<file path="src/rtl/sccb_pkg.sv">
package sccb_pkg;
  localparam int REG_W  = 32;
  localparam int REG_AW = 2;

  localparam logic [REG_AW-1:0] A_TIM   = 2'd0;
  localparam logic [REG_AW-1:0] A_FRAME = 2'd1;
  localparam logic [REG_AW-1:0] A_CTRL  = 2'd2;

  typedef struct packed {
    logic [7:0] wd1;
    logic [7:0] wd0;
    logic [7:0] sub;
    logic [7:0] dev;
  } frame_t;

  typedef enum logic [2:0] {
    E_IDLE, E_START, E_LOW, E_HIGH, E_STOP_LOW, E_STOP_HIGH
  } eng_state_e;
endpackage

</file>
<file path="src/rtl/sccb_regs.sv">
module sccb_regs import sccb_pkg::*; #(
  parameter int CNT_W = 8
) (
  input  logic              clk_i,
  input  logic              rst_ni,
  input  logic              we_i,
  input  logic [REG_AW-1:0] addr_i,
  input  logic [REG_W-1:0]  wdata_i,
  output logic [REG_W-1:0]  rdata_o,
  output logic              busy_o,
  output logic              go_o,
  output logic [CNT_W-1:0]  lo_o,
  output logic [CNT_W-1:0]  hi_o,
  output logic [1:0]        len_o,
  output frame_t            frame_o,
  input  logic              done_i,
  input  logic              nack_i,
  input  logic              rd_we_i,
  input  logic [7:0]        rd_data_i
);
  localparam logic [CNT_W-1:0] CNT_RST = '1;

  logic       run_q, nack_q;
  logic [7:0] rx_q;

  assign busy_o = run_q;
  assign go_o   = we_i && (addr_i == A_CTRL) && wdata_i[0] && wdata_i[1] && !run_q;

  always_ff @(posedge clk_i or negedge rst_ni) begin
    if (!rst_ni) begin
      lo_o    <= CNT_RST;
      hi_o    <= CNT_RST;
      len_o   <= 2'd1;
      frame_o <= '0;
      run_q   <= 1'b0;
      nack_q  <= 1'b0;
      rx_q    <= '0;
    end else begin
      if (we_i && !run_q && addr_i == A_TIM) begin
        lo_o  <= wdata_i[CNT_W-1:0];
        hi_o  <= wdata_i[8 +: CNT_W];
        len_o <= wdata_i[17:16];
      end
      if (we_i && !run_q && addr_i == A_FRAME) frame_o <= frame_t'(wdata_i);
      if (nack_i)                                         nack_q <= 1'b1;
      else if (we_i && addr_i == A_CTRL && wdata_i[3])    nack_q <= 1'b0;
      if (go_o)        run_q <= 1'b1;
      else if (done_i) run_q <= 1'b0;
      if (rd_we_i) rx_q <= rd_data_i;
    end
  end

  always_comb begin
    rdata_o = '0;
    unique case (addr_i)
      A_TIM: begin
        rdata_o[CNT_W-1:0] = lo_o;
        rdata_o[8 +: CNT_W] = hi_o;
        rdata_o[17:16]      = len_o;
        rdata_o[31:24]      = rx_q;
      end
      A_FRAME: rdata_o = REG_W'(frame_o);
      A_CTRL:  rdata_o[2:0] = {nack_q, 1'b0, run_q};
      default: rdata_o = '0;
    endcase
  end
endmodule

</file>
<file path="src/rtl/sccb_phase_timer.sv">
module sccb_phase_timer #(
  parameter int CNT_W = 8
) (
  input  logic             clk_i,
  input  logic             rst_ni,
  input  logic             load_i,
  input  logic [CNT_W-1:0] len_i,
  output logic             expire_o
);
  logic [CNT_W-1:0] cnt_q;

  assign expire_o = (cnt_q == '0);

  always_ff @(posedge clk_i or negedge rst_ni) begin
    if (!rst_ni)             cnt_q <= '0;
    else if (load_i)         cnt_q <= len_i - CNT_W'(1);
    else if (cnt_q != '0)    cnt_q <= cnt_q - CNT_W'(1);
  end
endmodule

</file>
<file path="src/rtl/sccb_engine.sv">
module sccb_engine import sccb_pkg::*; #(
  parameter int CNT_W = 8
) (
  input  logic             clk_i,
  input  logic             rst_ni,
  input  logic             go_i,
  input  logic [CNT_W-1:0] lo_i,
  input  logic [CNT_W-1:0] hi_i,
  input  logic [1:0]       len_i,
  input  frame_t           frame_i,
  input  logic             sda_i,
  input  logic             expire_i,
  output logic             tmr_load_o,
  output logic [CNT_W-1:0] tmr_len_o,
  output logic             scl_oe_o,
  output logic             sda_oe_o,
  output logic             done_o,
  output logic             nack_o,
  output logic             rd_we_o,
  output logic [7:0]       rd_data_o
);
  localparam logic [CNT_W-1:0] MIN_PH  = CNT_W'(2);
  localparam logic [3:0]       ACK_BIT = 4'd8;

  eng_state_e st_q;
  logic [3:0] bit_q;
  logic [1:0] byte_q;
  logic [2:0] nb_q;
  logic       rd_q, sda_q;
  logic [7:0] tx_q, rx_q;
  logic [CNT_W-1:0] lo_eff, hi_eff;
  logic       last_byte, rd_byte, ack_end;

  function automatic logic [7:0] pick(input logic [1:0] idx, input frame_t f, input logic rd);
    logic [7:0] b;
    unique case (idx)
      2'd0: b = f.dev;
      2'd1: b = f.sub;
      2'd2: b = f.wd0;
      default: b = f.wd1;
    endcase
    // read byte: keep SDA released for the slave
    if (rd && idx != 2'd0) b = 8'hFF;
    return b;
  endfunction

  assign lo_eff    = (lo_i < MIN_PH) ? MIN_PH : lo_i;
  assign hi_eff    = (hi_i < MIN_PH) ? MIN_PH : hi_i;
  assign last_byte = (({1'b0, byte_q} + 3'd1) == nb_q);
  assign rd_byte   = rd_q && (byte_q != 2'd0);
  assign ack_end   = (st_q == E_HIGH) && expire_i && (bit_q == ACK_BIT);

  assign tmr_load_o = (st_q == E_IDLE) ? go_i : (expire_i && st_q != E_STOP_HIGH);
  assign tmr_len_o  = (st_q == E_START || st_q == E_HIGH) ? lo_eff : hi_eff;

  assign scl_oe_o  = (st_q == E_LOW) || (st_q == E_STOP_LOW);
  assign sda_oe_o  = sda_q;
  assign done_o    = (st_q == E_STOP_HIGH) && expire_i;
  assign nack_o    = ack_end && !rd_byte && sda_i;
  assign rd_we_o   = ack_end && rd_byte;
  assign rd_data_o = rx_q;

  always_ff @(posedge clk_i or negedge rst_ni) begin
    if (!rst_ni) begin
      st_q   <= E_IDLE;
      bit_q  <= '0;
      byte_q <= '0;
      nb_q   <= '0;
      rd_q   <= 1'b0;
      sda_q  <= 1'b0;
      tx_q   <= '0;
      rx_q   <= '0;
    end else begin
      unique case (st_q)
        E_IDLE: begin
          sda_q <= 1'b0;
          if (go_i) begin
            st_q   <= E_START;
            tx_q   <= frame_i.dev;
            bit_q  <= '0;
            byte_q <= '0;
            rd_q   <= frame_i.dev[0];
            if (frame_i.dev[0] || len_i == 2'd0) nb_q <= 3'd2;
            else if (len_i == 2'd1)              nb_q <= 3'd3;
            else                                 nb_q <= 3'd4;
          end
        end
        E_START: begin
          sda_q <= 1'b1;
          if (expire_i) st_q <= E_LOW;
        end
        E_LOW: begin
          // update SDA only after SCL has been low for a cycle
          sda_q <= (bit_q < ACK_BIT) && !tx_q[7];
          if (expire_i) st_q <= E_HIGH;
        end
        E_HIGH: begin
          if (expire_i) begin
            if (bit_q == ACK_BIT) begin
              if (last_byte) st_q <= E_STOP_LOW;
              else begin
                st_q   <= E_LOW;
                byte_q <= byte_q + 2'd1;
                bit_q  <= '0;
                tx_q   <= pick(byte_q + 2'd1, frame_i, rd_q);
              end
            end else begin
              st_q  <= E_LOW;
              tx_q  <= {tx_q[6:0], 1'b1};
              rx_q  <= {rx_q[6:0], sda_i};
              bit_q <= bit_q + 4'd1;
            end
          end
        end
        E_STOP_LOW: begin
          sda_q <= 1'b1;
          if (expire_i) st_q <= E_STOP_HIGH;
        end
        E_STOP_HIGH: begin
          if (expire_i) begin
            sda_q <= 1'b0;
            st_q  <= E_IDLE;
          end
        end
        default: st_q <= E_IDLE;
      endcase
    end
  end
endmodule

</file>
<file path="src/rtl/sccb_master.sv">
module sccb_master import sccb_pkg::*; #(
  parameter int CNT_W = 8
) (
  input  logic              clk_i,
  input  logic              rst_ni,
  input  logic              reg_we_i,
  input  logic [REG_AW-1:0] reg_addr_i,
  input  logic [REG_W-1:0]  reg_wdata_i,
  output logic [REG_W-1:0]  reg_rdata_o,
  input  logic              sda_i,
  output logic              scl_oe_o,
  output logic              sda_oe_o
);
  localparam int CFG_W = 2 * CNT_W + 2 + $bits(frame_t);

  logic             busy, go, done, nack, rd_we, tmr_load, tmr_exp;
  logic [CNT_W-1:0] scl_lo, scl_hi, tmr_len;
  logic [1:0]       len_code;
  logic [7:0]       rd_data;
  frame_t           frame;
  logic [CFG_W-1:0] cfg_vec;

  assign cfg_vec = {scl_lo, scl_hi, len_code, frame};

  sccb_regs #(.CNT_W(CNT_W)) i_regs (
    .clk_i, .rst_ni,
    .we_i(reg_we_i), .addr_i(reg_addr_i), .wdata_i(reg_wdata_i), .rdata_o(reg_rdata_o),
    .busy_o(busy), .go_o(go), .lo_o(scl_lo), .hi_o(scl_hi), .len_o(len_code),
    .frame_o(frame), .done_i(done), .nack_i(nack), .rd_we_i(rd_we), .rd_data_i(rd_data)
  );

  sccb_phase_timer #(.CNT_W(CNT_W)) i_timer (
    .clk_i, .rst_ni, .load_i(tmr_load), .len_i(tmr_len), .expire_o(tmr_exp)
  );

  sccb_engine #(.CNT_W(CNT_W)) i_engine (
    .clk_i, .rst_ni, .go_i(go), .lo_i(scl_lo), .hi_i(scl_hi), .len_i(len_code),
    .frame_i(frame), .sda_i, .expire_i(tmr_exp), .tmr_load_o(tmr_load), .tmr_len_o(tmr_len),
    .scl_oe_o, .sda_oe_o, .done_o(done), .nack_o(nack), .rd_we_o(rd_we), .rd_data_o(rd_data)
  );
endmodule

</file>
<file path="config.mk">
export PLATFORM = sky130hd
export DESIGN_NAME = sccb_master
export DESIGN_NICKNAME = d
export VERILOG_FILES = /design/src/rtl/sccb_pkg.sv /design/src/rtl/sccb_regs.sv /design/src/rtl/sccb_phase_timer.sv /design/src/rtl/sccb_engine.sv /design/src/rtl/sccb_master.sv
export SDC_FILE = /design/constraint.sdc
export NUM_CORES = 1
export LEC_CHECK = 0
export ABC_CLOCK_PERIOD_IN_PS = 2500
export CAP_MARGIN = 30
export CORE_ASPECT_RATIO = 1.25
export CORE_MARGIN = 2
export CORE_UTILIZATION = 40
export DETAILED_ROUTE_END_ITERATION = 10
export SLEW_MARGIN = 20
export SYNTH_ARGS = -nofsm -noshare
export SYNTH_HDL_FRONTEND = slang
export SYNTH_SLANG_ARGS = --single-unit
</file>
<file path="constraint.sdc">
create_clock -name clk_i -period 2.5 [get_ports clk_i]
set_clock_uncertainty 0.15 [all_clocks]
set_input_delay 0.375 -clock clk_i [delete_from_list [all_inputs] [get_ports clk_i]]
set_output_delay 0.375 -clock clk_i [all_outputs]
set_load 0.005 [all_outputs]
</file>
# After elaboration in Yosys (flattened, before gate mapping)
# Cells that the tools add are included.
# totals
regBits	98
latchBits	0
ram_bits	0
romBits	0
word_cells	138
n_memories	0
# op_classes
n_addsub	5
mul	0
n_div	0
magnitude_cmp	3
eq_ne	22
shift	0
n_mux	44
bitwise_logic	1
reduce_logical	44
# op_table
cell	n
2-to-1 mux 8 bit	10
one-hot mux 8 bit (2 select lines)	2
2-to-1 mux 3 bit	10
one-hot mux 15 bit (2 select lines)	1
one-hot mux 8 bit (3 select lines)	1
logical AND 1 bit	18
one-hot mux 3 bit (6 select lines)	1
less-than comparator 8 x 2 -> 1 bit (second input constant)	2
2-to-1 mux 4 bit	4
subtractor 8 x 1 -> 8 bit (second input constant)	2
!= test 2 x 1 -> 1 bit (second input constant)	7
nonzero test 2 bit	6
one-hot mux 3 bit (3 select lines)	1
zero test 8 bit	1
2-to-1 mux 2 bit	4
one-hot mux 4 bit (2 select lines)	1
nonzero test 8 bit	1
equality test 2 x 1 -> 1 bit (second input constant)	3
equality test 3 x 2 -> 1 bit (second input constant)	2
equality test 3 bit (second input constant)	2
zero test 2 bit	3
2-to-1 mux 1 bit	6
2-to-1 mux 6 bit	1
!= test 3 bit (second input constant)	2
22 further kinds	28

# Longest topological paths before layout
# depth
depth_word	8
ltp_mapped	13
mapped_depth_nobuf	11

# Hierarchy
# Synthesis repeated with hierarchy kept, for this count alone.
# hier_totals
cells_unflattened	472
area_unflattened_um2	5427.7
# modules_own_cells
module	n_inst	cells_per_inst	area_each_um2
sccb_regs	1	200	2740.1
sccb_engine	1	212	2085.8
sccb_phase_timer	1	60	601.8

# Worst setup path before layout
# Ideal clock, no wire load.
# synth_path
kind	register -> register
start	register i_engine.st_q[2]
end	register i_timer.cnt_q[6]
t_arrival_ns	2.534
required_ns	2.272
path_slack_ns	-0.262
path_stages_with_launch	13
period_less_slack_ns	2.762
path_cell_list	dfrtp_1 > buf_6 > or2_0 > or4_4 > nand2_1 > mux2_2 > inv_1 > ha_1 > inv_1 > a211oi_1 > a31o_2 > nand3_1 > a21oi_1
# synth_between
elab_chain_cells	5
word_cells_on_any_way	11
# synth_rtl
element	line	rtl
start: declaration	sccb_engine.sv:25	eng_state_e st_q;
start signal: assignment	sccb_engine.sv:65	st_q <= E_IDLE;
start signal: assignment	sccb_engine.sv:78	st_q <= E_START;
start signal: assignment	sccb_engine.sv:90	if (expire_i) st_q <= E_LOW;
equality test 3 x 1 -> 1 bit or equality test 3 x 2 -> 1 bit (tied branches)	sccb_engine.sv:54	assign tmr_len_o = (st_q == E_START || st_q == E_HIGH) ? lo_eff : hi_eff;
logical OR 1 bit	sccb_engine.sv:54	
2-to-1 mux 8 bit	sccb_engine.sv:54	
subtractor 8 x 1 -> 8 bit	sccb_phase_timer.sv:16	else if (load_i) cnt_q <= len_i - CNT_W'(1);
2-to-1 mux 8 bit	sccb_phase_timer.sv:16	
end signal: assignment	sccb_phase_timer.sv:16	
end signal: assignment	sccb_phase_timer.sv:17	else if (cnt_q != '0) cnt_q <= cnt_q - CNT_W'(1);
end: declaration	sccb_phase_timer.sv:10	logic [CNT_W-1:0] cnt_q;
# Several ways; a longest one is shown, not always the timed one.
# A chain may end at the register's enable or synchronous reset.

# Final worst setup path
# layout_path
start	register i_regs.run_q, in the netlist i_regs.busy_o
end	register i_timer.cnt_q[4]
# layout_between
elab_chain_cells	4
word_cells_on_any_way	5
# layout_rtl
element	line	rtl
start: declaration	sccb_regs.sv:23	logic run_q, nack_q;
start signal: assignment	sccb_regs.sv:35	run_q <= 1'b0;
start signal: assignment	sccb_regs.sv:47	if (go_o) run_q <= 1'b1;
start signal: assignment	sccb_regs.sv:48	else if (done_i) run_q <= 1'b0;
zero test 1 bit (*)	sccb_regs.sv:27	assign go_o = we_i && (addr_i == A_CTRL) && wdata_i[0] && wdata_i[1] && !run_q;
logical AND 1 bit (*)	sccb_regs.sv:27	
2-to-1 mux 1 bit (*)	sccb_engine.sv:53	assign tmr_load_o = (st_q == E_IDLE) ? go_i : (expire_i && st_q != E_STOP_HIGH);
2-to-1 mux 8 bit or nonzero test 2 bit (tied branches)	n/a	
# Every way passes the cells marked *; elsewhere a longest branch is shown, timed or not.

==> out/metrics.yaml <==
sta:
  rsz0062_at_grt: "true"
  worst_pin_slew_ps: 591
  max_freq_mhz: 388
  setup_slack_ps: -78.6
  fin_crit_sh_pct: 103
  slew_headroom_pct: 60.3
  slew_viol_final: 0
  fin_crit_ps: 2580
  final_hold_viol_count: 0
  setup_violations: 2
route:
  dr.pass1.iters: 8
  routedWlPerCell_um: 18.4
  first_iter_violations: 233
  drc_errors: 0
  drt-total-wl_mm: 14.7
  via_count: 4340
  postRouteAntennaNets: 0
  avgViaCountPerCell: 5.43
worst_setup_path:
  critical_path_class: "reg2reg"
  setup.worst_path.end_class: "flop"
  arrival_ps: 2680
  cp-start-kind: "flop"
  cp.required_ps: 2600
  reg2regPathDepth: 12
  crit_path_max_fanout: 3
synthesis:
  netlist_instances: 500
  synthDistinctLibCells: 58
  synth_ff_type: "dfrtp_1"
  synth-edff-count: 0
  yosysWarnings: 0
  syn_area_per_cell_um2: 10.5
  async_flop_share_pct: 100
  synth_nets: 546
  synth_seq_cells: 98
  yosysSeqAreaShare_pct: 47.0
  netlist_area_um2: 5260
status:
  status: "complete, but fails checks"
  failed_checks: "setup timing"
clock_network:
  cts_tree: "built"
  insertion_delay_ps: 340
  htree_levels: 3
  root_buffer: "clkbuf_16"
  clk_pin_slew_ps: 80
  cts_made_buffers: 9
  cts_num_sinks: 98
  clk_path_buf_depth: 2
floorplan:
  die_w_um: 107
  initial_core_util_pct: 41.2
  core_um2: 12800
  die_area_um2: 14100
  die_h_um: 132
  pin_count: 72
  row_count: 46
placement:
  pre_cts_ws_ps: -661
  gp_congestion: 0.833
  hpwl_mm: 10.5
  port-buffer-count: 71
global_route:
  antenna_found_initial: 0
  grt.overflow.total: 0
  gr-usage-met1_pct: 27.4
  grt_max_degree: 60
  grt_busiest_layer: "met2"
  grt_first_pass_wirelength_mm: 23.1
  grt_usage_pct: 20.8
  grt_pass1_vias: 4443
  gr-usage-met3_pct: 2.57
  met2_usage_pct: 36.1
power:
  finalPower_mw: 3.26
  ir_worst_vdd_uv: 378
  power_density_nw_per_um2: 459
  p_leak_nw: 3.15
finish:
  num-fill-cells: 1156
  nets: 672
  drive_above_1_share_pct: 29.6
  syn2layout_area_growth_pct: 34.8
  diodes: 0
  seq_area_um2: 2470
  multi_input_area_um2: 2740
run:
  maxCapViolCount: 0
worst_hold_path:
  hold_path.class: "in2async"
==> report_power, final <==
| part | internal (mW) | total [mW] | switching, mW |
|---|---|---|---|
| clock network | 0.690 | 1.35 | 0.657 |
| registers | 1.62 | 1.64 | 0.0235 |
| logic | 0.145 | 0.272 | 0.127 |
| total | 2.45 | 3.26 | 0.808 |
==> cell families after synthesis <==
| logic type | synth area share (%) |
|---|---|
| compound gates | 13.4 |
| xor+xnor | 1.50 |
| fa+ha+maj | 1.90 |
| buf+inv | 3.90 |
| flops | 47.0 |
| mux | 19.3 |
| simple gates | 13.0 |
==> cells in the mapped netlist, drive strengths merged, types with 2 or more instances <==
master | instances | area share (%)
o21ai | 28 | 2.7
or2 | 2 | 0.24
nor4 | 6 | 1.0
dfrtp | 81 | 39
o211ai | 12 | 1.7
or4 | 4 | 0.64
o41ai | 4 | 0.67
xor2 | 3 | 0.50
a211oi | 6 | 0.86
a21oi | 10 | 0.95
nand2b | 4 | 0.48
buf | 8 | 0.90
nor3 | 5 | 0.48
nand2 | 43 | 3.1
xnor2 | 6 | 1.0
a311o | 2 | 0.38
a222oi | 7 | 1.3
o31ai | 3 | 0.43
a22oi | 2 | 0.29
dfstp | 17 | 8.5
nor2 | 42 | 3.0
inv | 23 | 1.6
and2 | 7 | 0.88
nand3 | 10 | 0.95
and3b | 4 | 0.67
ha | 8 | 1.9
a21o | 4 | 0.57
o22ai | 8 | 0.95
mux2 | 58 | 12
clkbuf | 19 | 1.4
mux2i | 36 | 6.8
nor2b | 4 | 0.48
o21a | 8 | 1.1
==> state kept, by name, indices dropped and copies added (netlist names) <==
| register | cells |
|---|---|
| i_engine.byte_q | 2 |
| i_engine.rd_q | 1 |
| i_engine.tx_q | 8 |
| i_engine.nb_q | 3 |
| i_regs.hi_o | 8 |
| i_regs.busy_o | 1 |
| i_timer.cnt_q | 8 |
| i_engine.bit_q | 4 |
| i_engine.rd_data_o | 8 |
| i_regs.frame_o | 32 |
| i_regs.lo_o | 8 |
| i_regs.rx_q | 8 |
| i_regs.nack_q | 1 |
| i_regs.len_o | 2 |
| i_engine.sda_oe_o | 1 |
| i_engine.st_q | 3 |
==> area by class of cell <==
cell class	instances	area share [%]
sequential	98	34.9
clock inverter	7	0.829
multi-input combinational	352	38.6
tap	168	2.96
inverter	23	1.22
timing repair buffer	142	18.4
clock buffer	9	3.17
==> routing by layer <==
metal,share of wire [%],routed length (µm)
met1,46,6690
met2,51,7440
met3,2.7,391
met4,1.1,157
met5,0,0
==> stage by stage <==
step	TNS, ps	instance area [µm²]	hold WS (ps)	instances	utilization (%)
2_1_floorplan	-124	5280	-70.6	500	-
3_3_place_gp	-5700	6570	62.4	772	51.4
3_5_place_dp	-6430	6570	67.0	772	51.4
4_1_cts	-172	7010	234	800	54.9
5_1_grt	-471	7090	241	799	55.5
6_report	-156	7090	245	799	55.5
==> final timing paths <==
| kind | slack (ps) | to | start |
|---|---|---|---|
| worst max-delay path | -80 | i_timer.cnt_q[4] | i_regs.busy_o |
| worst min-delay path | 240 | i_engine.rd_data_o[2] | rst_ni |
| worst max register to register | -80 | i_timer.cnt_q[4] | i_regs.busy_o |
| worst min register to register | 350 | i_engine.tx_q[6] | i_engine.tx_q[6] |
| max in group asynchronous | 1320 | i_engine.bit_q[0] | rst_ni |
| min in group clk_i | 300 | i_regs.lo_o[0] | reg_wdata_i[0] |
==> timing repair <==
item | 4_1_cts | 5_1_grt
endpoints found under the setup margin | 11 | 20
hold buffers | 1 | 0
pin swaps | 11 | 6
hold endpoints to repair | 36 | 0
gates resized for setup | 21 | 20
buffers inserted | 12 | 1
==> placed cells by master (no fill, tap or decap), types with 5 or more instances in the layout <==
| cell type | netlist | routed |
|---|---|---|
| and2_1 | 6 | 6 |
| a222oi_1 | 7 | 7 |
| inv_1 | 23 | 21 |
| o21a_1 | 8 | 8 |
| dfstp_2 | 17 | 17 |
| o211ai_1 | 12 | 12 |
| clkbuf_16 | 0 | 9 |
| mux2_2 | 57 | 55 |
| xnor2_1 | 6 | 5 |
| nor2_1 | 42 | 42 |
| dfrtp_1 | 81 | 81 |
| nand3_1 | 10 | 10 |
| a21oi_1 | 10 | 8 |
| buf_4 | 1 | 62 |
| o22ai_1 | 8 | 8 |
| clkdlybuf4s50_1 | 0 | 65 |
| mux2i_1 | 36 | 36 |
| o21ai_0 | 27 | 24 |
| nand2_1 | 43 | 41 |
| ha_1 | 8 | 7 |
==> critical path: stages (launching register included) <==
cell      delay (ps)
dfrtp_1          380
nand4b_1         210
or4_4            540
buf_6            140
and2_4           150
nor3_4           190
a21oi_4           50
ha_4             170
buf_6            120
nand2_4           50
xnor2_2          100
nor2_1            60
a211oi_1         180
(Power assumes the default switching activity.)
